File: config.mk
export PLATFORM = sky130hd
export DESIGN_NAME = sercfg_wr_slave
export DESIGN_NICKNAME = d
export VERILOG_FILES = /design/src/rtl/sercfg_pkg.sv /design/src/rtl/sercfg_sync.sv /design/src/rtl/sercfg_frame_rx.sv /design/src/rtl/sercfg_mclk_mon.sv /design/src/rtl/sercfg_regbank.sv /design/src/rtl/sercfg_wr_slave.sv
export SDC_FILE = /design/constraint.sdc
export NUM_CORES = 1
export LEC_CHECK = 0
export BUFFER_PORTS_ARGS = -buffer_cell sky130_fd_sc_hd__clkbuf_2
export CORE_AREA = 10 10 143 145
export DETAILED_ROUTE_END_ITERATION = 12
export DIE_AREA = 0 0 153 155
export HOLD_SLACK_MARGIN = 0.02
export PLACE_DENSITY = 0.39
export SYNTH_ARGS = -nofsm -noshare
export SYNTH_HDL_FRONTEND = slang
export SYNTH_SLANG_ARGS = --single-unit
export TNS_END_PERCENT = 5
File: constraint.sdc
create_clock -name clk -period 2.1 [get_ports clk]
set_input_delay 0.21 -clock clk [delete_from_list [all_inputs] [get_ports clk]]
set_output_delay 0.21 -clock clk [all_outputs]
set_load 0.05 [all_outputs]
File: src/rtl/sercfg_pkg.sv
package sercfg_pkg;
  localparam int FRAME_BITS = 16;
  localparam int CNT_W      = $clog2(FRAME_BITS + 1);
  localparam logic [2:0] HDR_WRITE = 3'b011;
  localparam int HDR_MSB    = 15;
  localparam int HDR_LSB    = 13;
  localparam int ADDR_MSB   = 12;
  localparam int ADDR_LSB   = 8;
  localparam int ADDR_W     = ADDR_MSB - ADDR_LSB + 1;
  localparam int DATA_W     = 8;
  localparam int CTRL_ADDR  = 0;
  localparam int RUN_BIT    = 0;
  localparam int MODE_BIT   = 1;
  localparam int SEL_BIT    = 2;

  typedef struct packed {
    logic [ADDR_W-1:0] addr;
    logic [DATA_W-1:0] data;
  } wr_req_t;
endpackage

File: src/rtl/sercfg_sync.sv
module sercfg_sync #(
  parameter int WIDTH  = 1,
  parameter int STAGES = 2
) (
  input  logic             clk,
  input  logic [WIDTH-1:0] d_i,
  output logic [WIDTH-1:0] q_o
);
  genvar b;
  generate
    for (b = 0; b < WIDTH; b++) begin : g_bit
      logic [STAGES-1:0] chain;
      always_ff @(posedge clk) begin
        chain <= {chain[STAGES-2:0], d_i[b]};
      end
      assign q_o[b] = chain[STAGES-1];
    end
  endgenerate
endmodule

File: src/rtl/sercfg_frame_rx.sv
module sercfg_frame_rx
  import sercfg_pkg::*;
(
  input  logic    clk,
  input  logic    rst,
  input  logic    cs_n_s,
  input  logic    sclk_s,
  input  logic    sdi_s,
  output logic    wr_en_o,
  output wr_req_t wr_req_o
);
  logic                  sclk_d;
  logic                  sclk_rise;
  logic [CNT_W-1:0]      bit_cnt;
  logic [FRAME_BITS-2:0] shreg;
  logic [FRAME_BITS-1:0] frame_next;

  assign sclk_rise  = sclk_s & ~sclk_d;
  assign frame_next = {shreg, sdi_s};

  always_ff @(posedge clk) begin
    if (rst) sclk_d <= 1'b0;
    else     sclk_d <= sclk_s;
  end

  // bit counter saturates at FRAME_BITS until select returns high
  always_ff @(posedge clk) begin
    if (rst || cs_n_s) begin
      bit_cnt <= '0;
      shreg   <= '0;
    end else if (sclk_rise && bit_cnt != CNT_W'(FRAME_BITS)) begin
      bit_cnt <= bit_cnt + 1'b1;
      shreg   <= frame_next[FRAME_BITS-2:0];
    end
  end

  always_ff @(posedge clk) begin
    if (rst) begin
      wr_en_o  <= 1'b0;
      wr_req_o <= '0;
    end else begin
      wr_en_o <= sclk_rise && !cs_n_s
                 && bit_cnt == CNT_W'(FRAME_BITS - 1)
                 && frame_next[HDR_MSB:HDR_LSB] == HDR_WRITE;
      wr_req_o.addr <= frame_next[ADDR_MSB:ADDR_LSB];
      wr_req_o.data <= frame_next[DATA_W-1:0];
    end
  end

  AST_CNT_BOUND: assert property (@(posedge clk) disable iff (rst)
    bit_cnt <= CNT_W'(FRAME_BITS));
  AST_ONE_COMMIT: assert property (@(posedge clk) disable iff (rst)
    wr_en_o |=> !wr_en_o);
  AST_SELECT_ABORTS: assert property (@(posedge clk) disable iff (rst)
    cs_n_s |=> !wr_en_o);
endmodule

File: src/rtl/sercfg_mclk_mon.sv
module sercfg_mclk_mon #(
  parameter int TIMEOUT = 64
) (
  input  logic clk,
  input  logic rst,
  input  logic mclk_s,
  output logic mclk_ok_o
);
  localparam int CW = $clog2(TIMEOUT + 1);

  logic          mclk_d;
  logic          toggle;
  logic [CW-1:0] idle_cnt;

  assign toggle = mclk_s ^ mclk_d;

  always_ff @(posedge clk) begin
    if (rst) begin
      mclk_d    <= 1'b0;
      idle_cnt  <= CW'(TIMEOUT);
      mclk_ok_o <= 1'b0;
    end else begin
      mclk_d <= mclk_s;
      if (toggle) begin
        idle_cnt  <= '0;
        mclk_ok_o <= 1'b1;
      end else if (idle_cnt != CW'(TIMEOUT)) begin
        idle_cnt <= idle_cnt + 1'b1;
        if (idle_cnt == CW'(TIMEOUT - 1)) mclk_ok_o <= 1'b0;
      end
    end
  end

  AST_SILENCE_DROPS_OK: assert property (@(posedge clk) disable iff (rst)
    (idle_cnt == CW'(TIMEOUT)) |-> !mclk_ok_o);
endmodule

File: src/rtl/sercfg_regbank.sv
module sercfg_regbank
  import sercfg_pkg::*;
#(
  parameter int               NREG     = 8,
  parameter logic [NREG*8-1:0] DEFAULTS = '0
) (
  input  logic              clk,
  input  logic              rst,
  input  logic              pdn_n_s,
  input  logic              mclk_ok,
  input  logic              wr_en,
  input  wr_req_t           wr_req,
  output logic [NREG*8-1:0] cfg_o,
  output logic              timing_rst_o,
  output logic              mode_3w_o,
  output logic              use_src2_o
);
  logic [DATA_W-1:0] bank [NREG];
  logic              addr_hit;
  logic              commit;

  assign addr_hit = int'(wr_req.addr) < NREG;
  assign commit   = wr_en && addr_hit && mclk_ok && pdn_n_s;

  genvar r;
  generate
    for (r = 0; r < NREG; r++) begin : g_reg
      always_ff @(posedge clk) begin
        if (rst || !pdn_n_s)
          bank[r] <= DEFAULTS[r*8 +: 8];
        else if (commit && int'(wr_req.addr) == r)
          bank[r] <= wr_req.data;
      end
      assign cfg_o[r*8 +: 8] = bank[r];
    end
  endgenerate

  always_ff @(posedge clk) begin
    if (rst) begin
      timing_rst_o <= ~DEFAULTS[CTRL_ADDR*8 + RUN_BIT];
      mode_3w_o    <= DEFAULTS[CTRL_ADDR*8 + MODE_BIT];
      use_src2_o   <= DEFAULTS[CTRL_ADDR*8 + MODE_BIT] & DEFAULTS[CTRL_ADDR*8 + SEL_BIT];
    end else begin
      timing_rst_o <= ~bank[CTRL_ADDR][RUN_BIT];
      mode_3w_o    <= bank[CTRL_ADDR][MODE_BIT];
      use_src2_o   <= bank[CTRL_ADDR][MODE_BIT] & bank[CTRL_ADDR][SEL_BIT];
    end
  end

  AST_PDN_DEFAULTS: assert property (@(posedge clk) disable iff (rst)
    !pdn_n_s |=> cfg_o == DEFAULTS);
  AST_INHIBIT_HOLDS: assert property (@(posedge clk) disable iff (rst)
    (pdn_n_s && !mclk_ok) |=> $stable(cfg_o));
  AST_SRC1_IN_4WIRE: assert property (@(posedge clk) disable iff (rst)
    !mode_3w_o |-> !use_src2_o);
endmodule

File: src/rtl/sercfg_wr_slave.sv
module sercfg_wr_slave
  import sercfg_pkg::*;
#(
  parameter int             NREG          = 8,
  parameter int             MCLK_TIMEOUT  = 64,
  parameter int             SYNC_STAGES   = 2,
  parameter logic [255:0]   REG_DEFAULTS  = 256'h01
) (
  input  logic              clk,
  input  logic              rst,
  input  logic              pdn_n,
  input  logic              mclk,
  input  logic              cs_n,
  input  logic              sclk,
  input  logic              sdi,
  output logic [NREG*8-1:0] cfg_o,
  output logic              timing_rst_o,
  output logic              mode_3w_o,
  output logic              use_src2_o
);
  localparam int NSYNC = 5;
  localparam logic [NREG*8-1:0] DEFS = REG_DEFAULTS[NREG*8-1:0];

  logic [NSYNC-1:0] raw_in, syn;
  logic             wr_en;
  wr_req_t          wr_req;
  logic             mclk_ok;

  assign raw_in = {pdn_n, mclk, cs_n, sclk, sdi};

  sercfg_sync #(.WIDTH(NSYNC), .STAGES(SYNC_STAGES)) i_sync (
    .clk (clk),
    .d_i (raw_in),
    .q_o (syn)
  );

  sercfg_frame_rx i_rx (
    .clk      (clk),
    .rst      (rst),
    .cs_n_s   (syn[2]),
    .sclk_s   (syn[1]),
    .sdi_s    (syn[0]),
    .wr_en_o  (wr_en),
    .wr_req_o (wr_req)
  );

  sercfg_mclk_mon #(.TIMEOUT(MCLK_TIMEOUT)) i_mon (
    .clk       (clk),
    .rst       (rst),
    .mclk_s    (syn[3]),
    .mclk_ok_o (mclk_ok)
  );

  sercfg_regbank #(.NREG(NREG), .DEFAULTS(DEFS)) i_bank (
    .clk          (clk),
    .rst          (rst),
    .pdn_n_s      (syn[4]),
    .mclk_ok      (mclk_ok),
    .wr_en        (wr_en),
    .wr_req       (wr_req),
    .cfg_o        (cfg_o),
    .timing_rst_o (timing_rst_o),
    .mode_3w_o    (mode_3w_o),
    .use_src2_o   (use_src2_o)
  );
endmodule

==> results.yml, run 1 <==
outcome:
  outcome: "finished, final reports clean"
floorplan:
  ios: 74
  die_y_um: 155
  chipWidth_um: 153
  dieArea_sq_mm: 0.0237
  rows: 49
  initial_core_util_pct: 24.4
  core_area_sq_mm: 0.0177
cts:
  cts_root_buf: "clkbuf_16"
  tritoncts: "yes"
  clk_latency_ns: 0.42
  clk_pin_slew_worst_paths_ns: 0.06
  cts_max_path_buffers: 2
  cts_sinks: 121
  htree_levels: 4
  cts_buffers: 17
yosys:
  syn-cell-area_sq_mm: 0.00430
  synthArstFlopShare_pct: 0
  synthTopCellsByCount: "nor2_1, edfxtp_1, dfxtp_1"
  synth_nets: 373
  synth_most_common_cell: "nor2_1"
  synthCells: 361
  yosys-top-cells-area: "edfxtp_1, dfxtp_1, nor2_1"
  ys_ff_latch: 121
  yosys.cell_types.count: 35
  synth_edf_count: 64
  avgSynthCellArea_sq_um: 11.9
  yosys.area.top_type: "edfxtp_1"
  ys.flop_type: "edfxtp_1"
  synth_top_area_share_pct: 44.7
  seq_area_frac_synth_pct: 71.2
  ys_warn_count: 0
grt:
  grt_pass1_vias: 2919
  grt_max_degree: 22
  grt_pass1_wl_mm: 16.5
  antenna_found_initial: 0
  gr-usage-all-layers_pct: 8.97
  grt_overflow: 0
placed_design:
  numPortBuffers: 73
  gp_congestion: 0.733
  dp.cells: 658
  dp.final_hpwl_mm: 7.30
finish:
  finalNonFillerCells: 695
  seq_area_sq_mm: 0.00306
  final_layout_size_suffix_gt1_share_pct: 26.0
  areaGrowthSynthToFinish_pct: 30.9
  fillers: 1799
  final_nets: 465
  diodes: 0
  multi_input_area_sq_mm: 0.00114
  final_core_util_pct: 31.9
critical_path:
  critPathLaunchType: "flip-flop"
  r2r_setup_slack_ns: 0.41
  cp.required_ns: 2.17
  path_class: "flip-flop to flip-flop"
  cp-end-kind: "flip-flop"
  path_cells: "and4bb_2 > nand4b_2 > nand2_1"
  timing.rr.start: "i_rx.wr_req_o[12]$_SDFF_PP0_"
  r2r_cells: 3
  cpMaxStageDelayCell: "and4bb_2"
  worstPathArrival_ns: 1.76
  slowest_delay_ns: 0.40
  timing.rr.end: "i_bank.bank[0][1]$_SDFFCE_PN0P_"
  worst-path-max-fanout: 9
power_and_ir_drop:
  ir_drop_uv: 593
  cellPowerDensity_mw_per_mm2: 1060
  leakagePower_uw: 0.00211
sta:
  worst_slew_pin_slew_ns: 0.446
  slew_viol_final: 0
  rsz0062_at_grt: "false"
  fin_skew_ns: 0.0117
  tns_ns: 0
  max_slew_margin_pct: 70.2
  max_freq_mhz: 593
  hold_viol: 0
  period_minus_slack_ns: 1.69
  setup-violations-final: 0
  min_period_over_period_pct: 80.3
route:
  drt_iter0_markers: 204
  wirelength_mm: 10.3
  first_pass_iters: 4
  drtAntennaViolNets: 0
  via_count: 2895
  post_drt_wl_per_cell_um: 14.8
  drc_errors: 0
  vias_per_cell: 4.17
hold_path:
  whs_path_depth: 2
  min_from: "rst"
  hold_end: "i_bank.timing_rst_o$_SDFF_PP0_"
  hold_class: "primary input to flip-flop"
run:
  maxCapViolCount: 0
-- cell families after synthesis --
kind of cell / share of synthesized area (%)
XOR/XNOR: 0.815
flip-flops: 71.2
AND/OR/NAND/NOR: 18.2
adder cells (fa/ha/maj): 1.45
buffers and inverters: 2.33
AO/OA/AOI/OAI: 5.99
-- per-stage QoR --
step                      hold WS (ns)  instance area (sq um)  total power, uW  worst slack (ns)
after floorplan                  0.238                   4300             2910             0.549
after global placement           0.311                   4970             3020             0.400
after detailed placement         0.312                   4970             3020             0.384
after CTS                       0.0701                   5630             6030             0.379
after global routing            0.0801                   5630             6160             0.264
final                           0.0837                   5630             5940             0.414
-- how the worst max path moves through the flow --
stage | startpoint | endpoint | slack (ns)
3_5_place_dp | i_rx.wr_req_o[12]$_SDFF_PP0_ | i_bank.bank[0][3]$_SDFFCE_PN0P_ | 0.38
2_1_floorplan | i_rx.wr_req_o[12]$_SDFF_PP0_ | i_bank.bank[1][0]$_SDFFCE_PN0P_ | 0.55
6_report | i_rx.wr_req_o[12]$_SDFF_PP0_ | i_bank.bank[0][1]$_SDFFCE_PN0P_ | 0.41
4_1_cts | i_rx.wr_req_o[12]$_SDFF_PP0_ | i_bank.bank[0][6]$_SDFFCE_PN0P_ | 0.38
5_1_grt | i_rx.wr_req_o[12]$_SDFF_PP0_ | i_bank.bank[0][3]$_SDFFCE_PN0P_ | 0.26
3_3_place_gp | i_rx.wr_req_o[12]$_SDFF_PP0_ | i_bank.bank[0][1]$_SDFFCE_PN0P_ | 0.40
-- critical path, delay by kind of cell (launching register included) --
kind / cells / cell delay (ns)
DFF: 1 / 0.30
and+or+nand+nor: 3 / 1.05
-- layout by cell type (no fill, tap or decap), types with 2 or more instances in the layout --
cell / instances
clkbuf_2: 73
nor2_1: 70
edfxtp_1: 64
dfxtp_1: 57
o21ai_0: 22
a21oi_1: 22
nand3_1: 21
nor2b_1: 20
nand2_1: 19
clkbuf_16: 17
buf_4: 12
inv_1: 7
ha_1: 5
dlygate4sd3_1: 5
nand4_1: 4
nand4b_1: 4
or3_1: 4
clkinv_4: 4
nor3_1: 3
bufinv_16: 3
clkinvlp_4: 3
and4bb_2: 2
and2_1: 2
nand2b_1: 2
xnor2_1: 2
xor2_1: 2
inv_6: 2
-- sequential cells by signal, summed over array words and instances, names as in the netlist --
signal	flops
i_bank.bank	64
i_rx.shreg	15
i_rx.wr_req_o	13
i_sync.g_bit.chain	10
i_mon.idle_cnt	7
i_rx.bit_cnt	5
i_bank.mode_3w_o	1
i_bank.timing_rst_o	1
i_bank.use_src2_o	1
i_mon.mclk_d	1
i_mon.mclk_ok_o	1
i_rx.sclk_d	1
i_rx.wr_en_o	1
-- layout make-up --
class | count | share of cell area (%)
clock buffer | 19 | 7.86
clock inverter | 13 | 3.02
inverter | 7 | 0.466
multi-input combinational | 216 | 20.2
sequential | 121 | 54.4
tap | 229 | 5.09
timing repair buffer | 90 | 8.97
-- what timing repair did --
| action | CTS | global route |
|---|---|---|
| gates resized for setup | 0 | 0 |
| hold buffers | 5 | 0 |
| setup buffers | 0 | 0 |
| endpoints found under the hold margin | 5 | 0 |
-- power breakdown --
part	switching [uW]	internal [uW]	leakage, uW
sequential	34.7	2560	0.00117
clock	1070	1910	0.000290
combinational	299	73.9	0.000645
-- metal layers --
layer	share of wire, %	track usage, %	vias up	wire [um]
met5	0	0	-	0
met4	1.8	4.31	0	189
met3	5.3	3.47	12	549
met2	47	13.7	82	4860
met1	46	10.9	1350	4710
li1	-	-	1451	-
(Power assumes the default switching activity.)
==> run 2: changes to the inputs <==
clock period = 1.7 ns   (was 2.1 ns; I/O delays follow)
==> run 2 against run 1 <==
Net effect: worst hold slack improved by 0.24 ns; combinational power up 28%; non-clock buffer count is 8 higher; global-route usage increased by 0.17 points; clock power up 21%; maximum frequency up 9.2%; clock skew shrank 0.0047 ns; die area unchanged; critical endpoint is now i_bank.bank[0][0]$_SDFFCE_PN1P_; largest cell class unchanged; highest routed layer unchanged.
==> results.yml, run 2 (synthesis gave the netlist of run 1 again) <==
cts:
  cts_root_buf: "clkbuf_16"
  tritoncts: "yes"
  cts_max_path_buffers: 2
  cts_sinks: 121
  clk_latency_ns: 0.41
  cts_buffers: 17
  clk_pin_slew_worst_paths_ns: 0.06
  htree_levels: 4
grt:
  grt_util_met1_pct: 10.7
  grt_overflow: 0
  grt-busiest-layer: "met2"
  gr-usage-all-layers_pct: 9.14
  grt_use_met2_pct: 14.3
  antenna_found_initial: 0
  gr-usage-met3_pct: 3.89
  grt_pass1_vias: 3003
  grt_pass1_wl_mm: 16.9
  grt_max_degree: 19
placed_design:
  gp_congestion: 0.734
  placed_area_sq_mm: 0.00502
  numPortBuffers: 73
  dpl_worst_slack_ns: 0.130
  dp.final_hpwl_mm: 7.22
power_and_ir_drop:
  switchingPower_uw: 1730
  total_power_uw: 7300
  ir_drop_uv: 703
  p_comb_share_pct: 6.6
  swShare_pct: 23.8
  internal_power_uw: 5560
  p_seq_share_pct: 43.8
  cellPowerDensity_mw_per_mm2: 1280
  leakagePower_uw: 0.00214
  p_clk_share_pct: 49.6
sta:
  hold_viol: 0
  fin_skew_ns: 0.00693
  min_period_over_period_pct: 90.8
  period_minus_slack_ns: 1.54
  worst_slew_pin_slew_ns: 0.476
  setup-violations-final: 0
  slew_viol_final: 0
  max_freq_mhz: 648
  tns_ns: 0
  setup_ws_ns: 0.156
  max_slew_margin_pct: 68.2
  rsz0062_at_grt: "false"
floorplan:
  die_y_um: 155
  dieArea_sq_mm: 0.0237
  initial_core_util_pct: 24.4
  core_area_sq_mm: 0.0177
  chipWidth_um: 153
  ios: 74
  rows: 49
critical_path:
  r2r_setup_slack_ns: 0.16
  cp.required_ns: 1.86
  worst-path-max-fanout: 8
  startpoint: "i_rx.wr_req_o[12]$_SDFF_PP0_"
  timing.rr.start: "i_rx.wr_req_o[12]$_SDFF_PP0_"
  worstPathArrival_ns: 1.70
  cp-end-kind: "flip-flop"
  path_class: "flip-flop to flip-flop"
  crit_end: "i_bank.bank[0][0]$_SDFFCE_PN1P_"
  timing.rr.end: "i_bank.bank[0][0]$_SDFFCE_PN1P_"
  r2r_cells: 3
  critPathLaunchType: "flip-flop"
finish:
  final_common_cell: "clkbuf_2"
  final_nets: 473
  multi_input_area_sq_mm: 0.00114
  fin_area_sq_mm: 0.00569
  regMostFlops: "i_bank.bank"
  fillers: 1806
  final_layout_size_suffix_gt1_share_pct: 27.4
  areaGrowthSynthToFinish_pct: 32.3
  diodes: 0
  mostFrequentLayoutCells: "clkbuf_2, nor2_1, edfxtp_1"
  largest_register_ffs: 64
  reg_top3: "i_bank.bank: 64 flops, i_rx.shreg: 15 flops, i_rx.wr_req_o: 13 flops"
  seq_area_sq_mm: 0.00306
route:
  drtAntennaViolNets: 0
  wirelength_mm: 10.4
  first_pass_iters: 6
  vias_per_cell: 4.20
  drc_errors: 0
  via_count: 2953
  drt_iter0_markers: 157
  post_drt_wl_per_cell_um: 14.7
run:
  maxCapViolCount: 0
hold_path:
  hold_class: "flip-flop to flip-flop"
  whs_path_depth: 0
outcome:
  outcome: "finished, final reports clean"
==> run 2: cell count changes in the layout (fill, tap and decap cells not counted) <==
cell           before  now
and4bb_2            2    1
and4bb_4            0    1
buf_4              12   19
clkbuf_1            1    0
clkbuf_8            1    0
clkinv_2            1    3
clkinv_4            4    5
clkinvlp_4          3    4
dlygate4sd3_1       5    6
inv_6               2    0
nand2_1            19   18
nand2_2             0    1
==> run 2: through the flow <==
step / utilization, % / hold slack (ns) / cells
after global placement: 28.4 / 0.272 / 665
after CTS: 32.2 / 0.325 / 703
after floorplan: - / 0.198 / 361
final: 32.2 / 0.324 / 703
after detailed placement: 28.4 / 0.275 / 665
after global routing: 32.2 / 0.331 / 703
==> run 2: layout make-up <==
type,instances,share of cell area [%]
multi-input combinational,216,20.1
timing repair buffer,98,9.98
clock inverter,15,3.14
clock buffer,17,7.47
sequential,121,53.8
tap,229,5.03
inverter,7,0.462
==> run 2: how the worst min path moves through the flow <==
stage	startpoint	to	slack [ns]
global route	i_sync.g_bit[0].chain[0]$_DFF_P_	i_sync.g_bit[0].chain[1]$_DFF_P_	0.33
detailed placement	sclk	i_sync.g_bit[1].chain[0]$_DFF_P_	0.27
floorplan	sdi	i_sync.g_bit[0].chain[0]$_DFF_P_	0.20
global placement	mclk	i_sync.g_bit[3].chain[0]$_DFF_P_	0.27
CTS	i_sync.g_bit[0].chain[0]$_DFF_P_	i_sync.g_bit[0].chain[1]$_DFF_P_	0.32
finish	i_sync.g_bit[4].chain[0]$_DFF_P_	i_sync.g_bit[4].chain[1]$_DFF_P_	0.32
==> run 2: timing repair <==
item                                   4_1_cts  5_1_grt
endpoints found under the hold margin        7        0
setup buffers                                0        0
setup endpoints to repair                    0        8
gates resized for setup                      0        2
hold buffers                                 6        0
==> run 2: metal layers <==
metal,share of wire (%),routed length (um)
met5,0,0
met1,47,4830
met2,45,4690
met3,6.3,656
met4,1.7,173
==> run 2: worst max-delay path, cell delays in order, from the launching register on <==
cell and delay, ns:
dfxtp_1 0.29, and4bb_4 0.40, nand4b_2 0.20, or3b_1 0.41
==> run 2: power by group through the flow <==
| stage | sequential [uW] | combinational [uW] | clock, uW |
|---|---|---|---|
| floorplan | 3480 | 115 | 0 |
| global placement | 3260 | 471 | 0 |
| detailed placement | 3260 | 475 | 0 |
| CTS | 3200 | 487 | 3720 |
| global route | 3210 | 512 | 3850 |
| finish | 3200 | 478 | 3620 |
==> run 3: changes to the inputs <==
CELL_PAD_IN_SITES_DETAIL_PLACEMENT = 1   (was not set)
CELL_PAD_IN_SITES_GLOBAL_PLACEMENT = 2   (was not set)
PLACE_DENSITY = 0.54   (was 0.39)
==> run 3 against run 2 <==
Net effect: clock skew is 0.00055 ns higher; wire length is 2.7% higher; die area stayed put; sequential power hardly changed; final area is 1.4% lower; worst hold slack hardly changed; setup slack worse by 0.025 ns; critical path depth is 2 higher; sequential cell count stayed put; combinational power hardly changed.
==> results.yml, run 3 (synthesis gave the netlist of run 1 again) <==
outcome:
  outcome: "finished, final reports clean"
finish:
  areaGrowthSynthToFinish_pct: 30.5
  regMostFlops: "i_bank.bank"
  fillers: 1966
  multi_input_area_sq_mm: 0.00114
  diodes: 0
  seq_area_sq_mm: 0.00306
  reg_top3: "i_bank.bank: 64 flops, i_rx.shreg: 15 flops, i_rx.wr_req_o: 13 flops"
  final_nets: 473
  fin_area_sq_mm: 0.00561
  final_layout_size_suffix_gt1_share_pct: 27.2
  mostFrequentLayoutCells: "clkbuf_2, nor2_1, edfxtp_1"
  largest_register_ffs: 64
  final_common_cell: "clkbuf_2"
grt:
  grt_pass1_wl_mm: 17.3
  gr-usage-all-layers_pct: 9.44
  grt_overflow: 0
  grt_max_degree: 19
  grt_pass1_vias: 3123
  antenna_found_initial: 0
critical_path:
  r2r_cells: 5
  worstPathArrival_ns: 1.91
  critPathBufInv: 1
  worst-path-max-fanout: 11
  cp_top_family: "simple AND/OR/NAND/NOR gates"
  slowest_delay_ns: 0.41
  cp-end-kind: "flip-flop"
  cp.depth: 5
  cp.required_ns: 2.05
  path_cells: "inv_1 > ha_1 > and4bb_2 > or4_1 > a21oi_1"
  path_class: "flip-flop to flip-flop"
  critPathLaunchType: "flip-flop"
  cpMaxStageDelayCell: "or4_1"
power_and_ir_drop:
  cellPowerDensity_mw_per_mm2: 1220
  ir_drop_uv: 666
  leakagePower_uw: 0.00211
cts:
  cts_sinks: 121
  cts_buffers: 17
  tritoncts: "yes"
  cts_max_path_buffers: 2
  htree_levels: 4
  cts_resized: 0
  cts_root_buf: "clkbuf_16"
  clk_latency_ns: 0.41
  clk_pin_slew_worst_paths_ns: 0.06
route:
  drc_errors: 0
  post_drt_wl_per_cell_um: 15.1
  wirelength_mm: 10.6
  drt_iter0_markers: 69
  drtAntennaViolNets: 0
  via_count: 2930
  first_pass_iters: 4
  vias_per_cell: 4.17
floorplan:
  core_area_sq_mm: 0.0177
  rows: 49
  dieArea_sq_mm: 0.0237
  die_y_um: 155
  chipWidth_um: 153
  initial_core_util_pct: 24.4
  ios: 74
sta:
  hold_viol: 0
  setup-violations-final: 0
  period_minus_slack_ns: 1.57
  worst_slew_pin_slew_ns: 0.492
  max_slew_margin_pct: 67.1
  fin_skew_ns: 0.00747
  setup_ws_ns: 0.131
  slew_viol_final: 0
  fin_hold_ws_ns: 0.325
  tns_ns: 0
  rsz0062_at_grt: "false"
  min_period_over_period_pct: 92.3
  max_freq_mhz: 637
placed_design:
  dpl_worst_slack_ns: 0.125
  dp.final_hpwl_mm: 7.69
  numPortBuffers: 73
  gp_congestion: 0.741
  placed_area_sq_mm: 0.00502
hold_path:
  whs_path_depth: 0
  hold_class: "flip-flop to flip-flop"
run:
  maxCapViolCount: 0
==> run 3: per-stage QoR <==
step | utilization [%] | std cells | power (uW)
after global routing | 31.8 | 703 | 7130
final | 31.8 | 703 | 6850
after detailed placement | 28.4 | 665 | 3740
after global placement | 28.4 | 665 | 3730
after floorplan | - | 361 | 3600
after CTS | 31.8 | 703 | 6960
==> run 3: per-layer routing <==
layer  GRT usage, %  share of wire, %  wire length, um
met5              0                 0                0
met4           3.86               1.6              171
met3           4.11               5.2              548
met2           15.0                47             5030
met1           10.9                46             4880
==> run 3: final timing paths <==
path | start | to | slack (ns)
max | i_rx.bit_cnt[0]$_SDFFE_PP0P_ | i_rx.bit_cnt[2]$_SDFFE_PP0P_ | 0.13
min | i_sync.g_bit[4].chain[0]$_DFF_P_ | i_sync.g_bit[4].chain[1]$_DFF_P_ | 0.32
max reg2reg | i_rx.bit_cnt[0]$_SDFFE_PP0P_ | i_rx.bit_cnt[2]$_SDFFE_PP0P_ | 0.13
min reg2reg | i_sync.g_bit[4].chain[0]$_DFF_P_ | i_sync.g_bit[4].chain[1]$_DFF_P_ | 0.32
==> run 3: power breakdown <==
part	switching, uW	internal, uW
clock	1330	1850
combinational	374	102
sequential	37.9	3160
total	1740	5120
==> run 3: area by class of cell <==
class | count | area share, %
Multi-Input combinational cell | 216 | 20.3
Tap cell | 229 | 5.10
Timing Repair Buffer | 98 | 10.1
Sequential cell | 121 | 54.6
Clock inverter | 15 | 1.89
Clock buffer | 17 | 7.58
Inverter | 7 | 0.468
==> run 3: worst reg2reg max path: cells and delay by family (launching register included) <==
family | cells | cell delay [ns]
and+or+nand+nor | 2 | 0.71
DFF | 1 | 0.37
adders and majority gates | 1 | 0.20
AOI/OAI and AO/OA | 1 | 0.15
buffers and inverters | 1 | 0.07
==> run 3: repair_timing <==
item                      in CTS  in global routing
hold buffers                   6                  0
hold endpoints to repair       7                  0
buffers inserted               0                  0
